`config.mk`:
```
export PLATFORM = sky130hd
export DESIGN_NAME = chan_ctl_i2c_target
export DESIGN_NICKNAME = d
export VERILOG_FILES = /design/src/rtl/i2cs_chan_pkg.sv /design/src/rtl/i2cs_line_sync.sv /design/src/rtl/i2cs_bus_events.sv /design/src/rtl/i2cs_chan_bank.sv /design/src/rtl/chan_ctl_i2c_target.sv
export SDC_FILE = /design/constraint.sdc
export NUM_CORES = 1
export LEC_CHECK = 0
export ABC_AREA = 1
export BUFFER_PORTS_ARGS = -buffer_cell sky130_fd_sc_hd__buf_2
export CAP_MARGIN = 25
export CORE_MARGIN = 4
export CORE_UTILIZATION = 51
export DETAILED_ROUTE_END_ITERATION = 16
export GPL_TIMING_DRIVEN = 0
export PLACE_DENSITY_LB_ADDON = 0.25
export SLEW_MARGIN = 20
export SYNTH_ARGS = -nofsm -noshare
export SYNTH_HDL_FRONTEND = slang
export SYNTH_SLANG_ARGS = --single-unit
```
`constraint.sdc`:
```
create_clock -name clk -period 2.25 [get_ports clk]
set_clock_uncertainty 0.15 [all_clocks]
set_input_delay 0.5625 -clock clk [delete_from_list [all_inputs] [get_ports clk]]
set_output_delay 0.5625 -clock clk [all_outputs]
set_load 0.02 [all_outputs]
```
`src/rtl/i2cs_chan_pkg.sv`:
```
package i2cs_chan_pkg;
   localparam int BYTE_W = 8;
   typedef enum logic [2:0] {
      ST_IDLE = 3'd0,
      ST_ADDR = 3'd1,
      ST_SUB  = 3'd2,
      ST_DATA = 3'd3,
      ST_READ = 3'd4,
      ST_HOLD = 3'd5
   } tgt_state_e;
endpackage

```
`src/rtl/i2cs_line_sync.sv`:
```
module i2cs_line_sync #(
   parameter int WIDTH  = 2,
   parameter int STAGES = 2
) (
   input  logic             clk,
   input  logic             rst_n,
   input  logic [WIDTH-1:0] raw_i,
   output logic [WIDTH-1:0] sync_o
);
   logic [WIDTH-1:0] chain [STAGES];

   generate
      if (STAGES < 2) begin : g_bad
         $error("i2cs_line_sync needs at least two stages");
      end
      for (genvar s = 0; s < STAGES; s++) begin : g_stage
         always_ff @(posedge clk or negedge rst_n) begin
            if (!rst_n) chain[s] <= '1;
            else if (s == 0) chain[s] <= raw_i;
            else chain[s] <= chain[(s == 0) ? 0 : s-1];
         end
      end
   endgenerate

   assign sync_o = chain[STAGES-1];
endmodule

```
`src/rtl/i2cs_bus_events.sv`:
```
module i2cs_bus_events (
   input  logic clk,
   input  logic rst_n,
   input  logic scl_s,
   input  logic sda_s,
   output logic scl_rise,
   output logic scl_fall,
   output logic ev_start,
   output logic ev_stop
);
   logic scl_p, sda_p;

   always_ff @(posedge clk or negedge rst_n) begin
      if (!rst_n) begin
         scl_p <= 1'b1;
         sda_p <= 1'b1;
      end else begin
         scl_p <= scl_s;
         sda_p <= sda_s;
      end
   end

   assign scl_rise = scl_s & ~scl_p;
   assign scl_fall = ~scl_s & scl_p;
   assign ev_start = scl_s & scl_p & sda_p & ~sda_s;
   assign ev_stop  = scl_s & scl_p & ~sda_p & sda_s;
endmodule

```
`src/rtl/i2cs_chan_bank.sv`:
```
module i2cs_chan_bank #(
   parameter int NUM_CH = 3,
   parameter int IDX_W  = 2
) (
   input  logic                           clk,
   input  logic                           wr_en,
   input  logic [IDX_W-1:0]               wr_idx,
   input  logic [i2cs_chan_pkg::BYTE_W-1:0] wr_data,
   input  logic [IDX_W-1:0]               rd_idx,
   output logic [i2cs_chan_pkg::BYTE_W-1:0] rd_data,
   output logic [NUM_CH*i2cs_chan_pkg::BYTE_W-1:0] ch_flat
);
   import i2cs_chan_pkg::*;

   logic [BYTE_W-1:0] regs [NUM_CH];

   generate
      for (genvar c = 0; c < NUM_CH; c++) begin : g_ch
         always_ff @(posedge clk) begin
            if (wr_en && (wr_idx == IDX_W'(c))) regs[c] <= wr_data;
         end
         assign ch_flat[c*BYTE_W +: BYTE_W] = regs[c];
      end
   endgenerate

   always_comb begin
      rd_data = '0;
      for (int c = 0; c < NUM_CH; c++) begin
         if (rd_idx == IDX_W'(c)) rd_data = regs[c];
      end
   end
endmodule

```
`src/rtl/chan_ctl_i2c_target.sv`:
```
module chan_ctl_i2c_target #(
   parameter logic [4:0] ADDR_PREFIX = 5'b01011,
   parameter int         NUM_CH      = 3,
   parameter int         SUB_BASE    = 1,
   parameter int         SYNC_STAGES = 2
) (
   input  logic                   clk,
   input  logic                   rst_n,
   input  logic                   scl_i,
   input  logic                   sda_i,
   input  logic [1:0]             addr_pin_i,
   output logic                   sda_oe_o,
   output logic [8*NUM_CH-1:0]    ch_val_o
);
   import i2cs_chan_pkg::*;

   localparam int SUB_LAST = SUB_BASE + NUM_CH - 1;
   localparam int IDX_W    = (NUM_CH > 1) ? $clog2(NUM_CH) : 1;

   generate
      if (NUM_CH < 1 || SUB_BASE < 0 || SUB_LAST > 255) begin : g_bad_map
         $error("channel subaddress window must fit in one byte");
      end
   endgenerate

   logic [1:0] line_s;
   logic       scl_q, sda_q;
   logic       scl_rise, scl_fall, ev_start, ev_stop;

   i2cs_line_sync #(.WIDTH(2), .STAGES(SYNC_STAGES)) sync_i (
      .clk(clk), .rst_n(rst_n), .raw_i({scl_i, sda_i}), .sync_o(line_s));
   assign scl_q = line_s[1];
   assign sda_q = line_s[0];

   i2cs_bus_events ev_i (
      .clk(clk), .rst_n(rst_n), .scl_s(scl_q), .sda_s(sda_q),
      .scl_rise(scl_rise), .scl_fall(scl_fall),
      .ev_start(ev_start), .ev_stop(ev_stop));

   tgt_state_e        state;
   logic [3:0]        bit_cnt;
   logic [BYTE_W-1:0] shreg;
   logic [BYTE_W-1:0] tx_byte;
   logic [BYTE_W-1:0] sel_sub;
   logic              ack_ph;
   logic              oe_q;
   logic              accept;
   logic              wr_en;
   logic [IDX_W-1:0]  sel_idx;
   logic [BYTE_W-1:0] rd_val;

   assign sel_idx = IDX_W'(sel_sub - BYTE_W'(SUB_BASE));

   always_comb begin
      unique case (state)
         ST_ADDR: accept = (shreg[7:1] == {ADDR_PREFIX, addr_pin_i});
         ST_SUB:  accept = (shreg >= BYTE_W'(SUB_BASE)) && (shreg <= BYTE_W'(SUB_LAST));
         ST_DATA: accept = 1'b1;
         default: accept = 1'b0;
      endcase
   end

   assign wr_en = (state == ST_DATA) && ack_ph && oe_q && scl_fall && !ev_start && !ev_stop;

   always_ff @(posedge clk or negedge rst_n) begin
      if (!rst_n) begin
         state   <= ST_IDLE;
         bit_cnt <= '0;
         shreg   <= '0;
         tx_byte <= '0;
         sel_sub <= BYTE_W'(SUB_BASE);
         ack_ph  <= 1'b0;
         oe_q    <= 1'b0;
      end else if (ev_start) begin
         state   <= ST_ADDR;
         bit_cnt <= '0;
         ack_ph  <= 1'b0;
         oe_q    <= 1'b0;
      end else if (ev_stop) begin
         state   <= ST_IDLE;
         bit_cnt <= '0;
         ack_ph  <= 1'b0;
         oe_q    <= 1'b0;
      end else begin
         unique case (state)
            ST_ADDR, ST_SUB, ST_DATA: begin
               if (scl_rise && !ack_ph && bit_cnt < 4'd8) begin
                  shreg   <= {shreg[BYTE_W-2:0], sda_q};
                  bit_cnt <= bit_cnt + 4'd1;
               end else if (scl_fall && !ack_ph && bit_cnt == 4'd8) begin
                  ack_ph <= 1'b1;
                  oe_q   <= accept;
               end else if (scl_fall && ack_ph) begin
                  ack_ph  <= 1'b0;
                  bit_cnt <= '0;
                  oe_q    <= 1'b0;
                  if (!oe_q) begin
                     state <= ST_HOLD;
                  end else if (state == ST_ADDR) begin
                     if (shreg[0]) begin
                        state   <= ST_READ;
                        tx_byte <= rd_val;
                        oe_q    <= ~rd_val[7];
                     end else begin
                        state <= ST_SUB;
                     end
                  end else if (state == ST_SUB) begin
                     sel_sub <= shreg;
                     state   <= ST_DATA;
                  end else begin
                     state <= ST_HOLD;
                  end
               end
            end
            ST_READ: begin
               if (!ack_ph) begin
                  if (scl_rise && bit_cnt < 4'd8) begin
                     bit_cnt <= bit_cnt + 4'd1;
                  end else if (scl_fall && bit_cnt == 4'd8) begin
                     oe_q   <= 1'b0;
                     ack_ph <= 1'b1;
                  end else if (scl_fall && bit_cnt != 4'd0) begin
                     oe_q <= ~tx_byte[3'd7 - bit_cnt[2:0]];
                  end
               end else begin
                  if (scl_rise && sda_q) begin
                     state  <= ST_HOLD;
                     ack_ph <= 1'b0;
                  end else if (scl_fall) begin
                     ack_ph  <= 1'b0;
                     bit_cnt <= '0;
                     tx_byte <= rd_val;
                     oe_q    <= ~rd_val[7];
                  end
               end
            end
            default: begin
               oe_q    <= 1'b0;
               ack_ph  <= 1'b0;
               bit_cnt <= '0;
            end
         endcase
      end
   end

   i2cs_chan_bank #(.NUM_CH(NUM_CH), .IDX_W(IDX_W)) bank_i (
      .clk(clk), .wr_en(wr_en), .wr_idx(sel_idx), .wr_data(shreg),
      .rd_idx(sel_idx), .rd_data(rd_val), .ch_flat(ch_val_o));

   assign sda_oe_o = oe_q;
endmodule

```
==> results list <==
- Count of yosys warnings during synthesis: 0
* IO Pins: 31
- TritonCTS built the clock tree.
- STA puts the critical path data required time at 2.07 ns.
- CP dominant cell by count: sky130_fd_sc_hd__nor2_1
- Clock sinks: 57
* Number of DRC violations after detailed-routing iteration 0: 181
- DRC violation count after routing: 0
* Relative area change from synthesis to final layout: 15.1%
* Number of buffers added on ports: 30
- Share of async-settable or async-resettable flops after synthesis: 57.9%
- After global routing the overflow that remains totals 0.
- Post-synthesis sequential area ratio: 56.7%
- Static leakage: 1.46 nW
- In the final layout, the share of cells above drive strength 1 is 21.2%.
- Summed negative setup slack over all endpoints: 0 ns
- Core outline area: 5170 um^2
- Clock-pin slew was measured on the worst setup and hold paths at 0.07 ns.
- In this run the remaining antenna-violating nets after routing total 0.
- Setup slack closes at 0.145 ns.
* Number of CTS-inserted buffers: 9
- The H-tree was split into 3 levels.
- The number of nets handed over by synthesis was 321.
- Dividing the detail-routed wire length by the instance count gives 13.2 um.
* Slowest cell on the critical path: sky130_fd_sc_hd__nor2_1
- Based on the critical path, the design can be clocked at up to 475 MHz.
* Top Family by Delay on Critical Path: simple AND/OR/NAND/NOR gates
* Kind of end point of the critical path: register
- The via count of the first global-routing pass came to 2032.
- The worst setup path is launched from a register.
- Worst-path cell chain: inv_1 > nor2_1 > inv_1 > nor2_1 > nand3_1 > nor2_1
- Cell accounting for the most synthesized area: sky130_fd_sc_hd__edfxtp_1
- For this run, the leading register cell type out of synthesis is sky130_fd_sc_hd__dfrtp_1.
- Vias per cell: 5.08
* Die W: 81.4 um
- Summed over all nets, the half-perimeter wirelength after detailed placement is 4.06 mm.
* Floorplan die area: 6620 um^2
- Cell Count Post-Placement: 413
* Initial antenna violation count: 0
- Part of the cycle the worst path needs: 93.5%
- Die H: 81.4 um
* Relative slew slack: 49.3%
- Across every metal layer, demand over resource in global routing totals 19.7%.
- Max-cap violations in this run came to 0.
* Crit path buffers/inverters: 2
- The flow ran to the end, and the final reports show no timing, DRC or antenna violations.
- Average footprint of a synthesized cell: 8.77 um^2
* Setup violation total in the final timing report: 0
- Later-pin clock latency in the skew report: 0.34 ns
- Final estimated routing congestion in global placement: 0.899
* Post-cts sizing count: 0
* Pins over their slew limit: 0
- After synthesis, the largest area contributor takes up 26.3% of total cell area.
- The synthesized design contains 57 register bits.
* Std cell rows: 26
- Counting along the longest clock path gives a buffer depth of 2.
- The first global-routing pass estimated 9.59 mm of wire.
- Dividing total power by cell area gives a power density of 968 nW/um^2.
* Post-synth EDFFs: 24
- Post-synthesis instance area: 2740 um^2
* Worst Hold Margin: 0.139 ns
- Along the worst path, the maximum fanout reaches 8.
- In this run the worst hold path is classified as in -> async.
- The initial utilization of the core area, before any placement, comes to 53.0%.
* Number of instances in the synthesized netlist: 313
- Number of library cell types mapped by synthesis: 27
- The number of setup buffers added after CTS is 0.
- The routed design has 5.65 mm of wire.
* Post-cts hold buffer count: 0
* Fin util: 61.1%
- Longest individual stage delay on the worst path: 0.58 ns
* Slew @ Worst Pin: 0.761 ns
- Worst Setup Path Type: reg -> reg
- Maximum number of pins on one net before global-route repair: 34
- The final hold violation count came to 0.
- For this run, the number of standard cells in the final layout without fillers is 429.
* N_diodes: 0
* Leading cell types by total area after synthesis: sky130_fd_sc_hd__edfxtp_1, sky130_fd_sc_hd__dfrtp_1, sky130_fd_sc_hd__nand2_1
- Number of search-and-repair iterations in the first detailed-routing pass: 5
* Setup repair after global routing missed its margin: yes
* Routed vias: 2178
- The worst path needs 2.10 ns of the cycle, external delays included.
- Arrival @ worst endpoint: 1.92 ns
- Worst IR Drop VDD: 696 uV
- Post-placement setup slack: 0.139 ns
* Number of nets in the layout: 362
- Clock tree root driver cell: sky130_fd_sc_hd__clkbuf_8
[metal layers]
layer / global-route usage (%) / up-vias / wire length, um / part of all wire [%]
met4: 10.6 / 0 / 133 / 2.4
li1: - / 1097 / - / -
met5: 0 / - / 0 / 0
met1: 26.0 / 1016 / 2710 / 48
met2: 30.5 / 54 / 2550 / 45
met3: 3.99 / 11 / 257 / 4.5
[cell type report]
cell class	instances	area (um^2)
plain buffers	2	10.0
clock buffers	9	124
clock inverters	7	47.5
fillers	444	2010
inverters	36	135
multi-input cells	218	1050
flip-flops and latches	57	1560
well taps	70	87.6
repair buffers	30	150
[cells in the final DEF (no fill, tap or decap), types with 2 or more instances in the layout]
cell type,synthesis,routed
sky130_fd_sc_hd__dfstp_2,7,7
sky130_fd_sc_hd__nand3_1,42,42
sky130_fd_sc_hd__dfrtp_1,26,26
sky130_fd_sc_hd__nor3_2,1,2
sky130_fd_sc_hd__a21oi_1,3,3
sky130_fd_sc_hd__edfxtp_1,24,24
sky130_fd_sc_hd__nor2_1,31,31
sky130_fd_sc_hd__buf_2,2,32
sky130_fd_sc_hd__nand2_2,2,2
sky130_fd_sc_hd__o21ai_0,17,17
sky130_fd_sc_hd__clkinv_2,0,3
sky130_fd_sc_hd__clkinvlp_4,0,2
sky130_fd_sc_hd__nand2_1,101,101
sky130_fd_sc_hd__o21ai_1,4,4
sky130_fd_sc_hd__clkinv_4,0,2
sky130_fd_sc_hd__nand3_2,2,2
sky130_fd_sc_hd__ha_1,2,2
sky130_fd_sc_hd__clkbuf_8,0,9
sky130_fd_sc_hd__inv_2,6,6
sky130_fd_sc_hd__nor2_4,2,2
sky130_fd_sc_hd__o21ai_4,2,2
sky130_fd_sc_hd__inv_1,30,30
[cells in the mapped netlist (3+ instances only)]
cell type	n
sky130_fd_sc_hd__nand2_1	101
sky130_fd_sc_hd__nand3_1	42
sky130_fd_sc_hd__nor2_1	31
sky130_fd_sc_hd__inv_1	30
sky130_fd_sc_hd__dfrtp_1	26
sky130_fd_sc_hd__edfxtp_1	24
sky130_fd_sc_hd__o21ai_0	17
sky130_fd_sc_hd__dfstp_2	7
sky130_fd_sc_hd__inv_2	6
sky130_fd_sc_hd__o21ai_1	4
sky130_fd_sc_hd__a21oi_1	3
[through the flow]
| stage | area [um^2] | total power (W) |
|---|---|---|
| CTS | 3160 | 0.00307 |
| finish | 3160 | 0.00306 |
| floorplan | 2740 | 0.00206 |
| global route | 3160 | 0.00327 |
| detailed placement | 2990 | 0.00226 |
| global placement | 2980 | 0.00225 |
[worst paths after layout]
| check | slack [ns] | depth (start not counted) | start | end |
|---|---|---|---|---|
| setup / recovery | 0.15 | 6 | state[1] | bank_i.regs[0][6] |
| hold / removal | 0.14 | 1 | rst_n | tx_byte[2] |
| setup reg to reg | 0.15 | 6 | state[1] | bank_i.regs[0][6] |
| hold reg to reg | 0.21 | 0 | sync_i.chain[3] | sync_i.sync_o[1] |
| max in group asynchronous | 1.32 | 1 | rst_n | sda_oe_o |
| min in group clk | 0.17 | 1 | scl_i | sync_i.chain[3] |
[power breakdown]
part	leakage (nW)	total [W]	switching, W	internal, W
clock network	0.0850	0.000807	0.000412	0.000395
logic	0.738	0.000861	0.000578	0.000283
registers	0.638	0.00139	0.000159	0.00123
total	1.46	0.00306	0.00115	0.00191
[kinds of logic after synthesis]
family	count (synthesis)	share of synthesized area [%]
DFF	57	56.7
adders and majority gates	2	0.912
buffers and inverters	38	5.29
xor gates and xnor gates	1	0.319
and+or+nand+nor	187	30.6
AOI/OAI and AO/OA	28	6.16
[sequential cells by signal, summed over array words and instances, names as in the netlist]
name	flops
tx_byte	8
sync_i.chain	2
sel_sub	2
sync_i.sync_o	2
state	3
ev_i.sda_p	1
sda_oe_o	1
ev_i.scl_p	1
bit_cnt	4
bank_i.regs	24
ack_ph	1
shreg	8
Note: power is estimated with default switching activity, not from simulation.
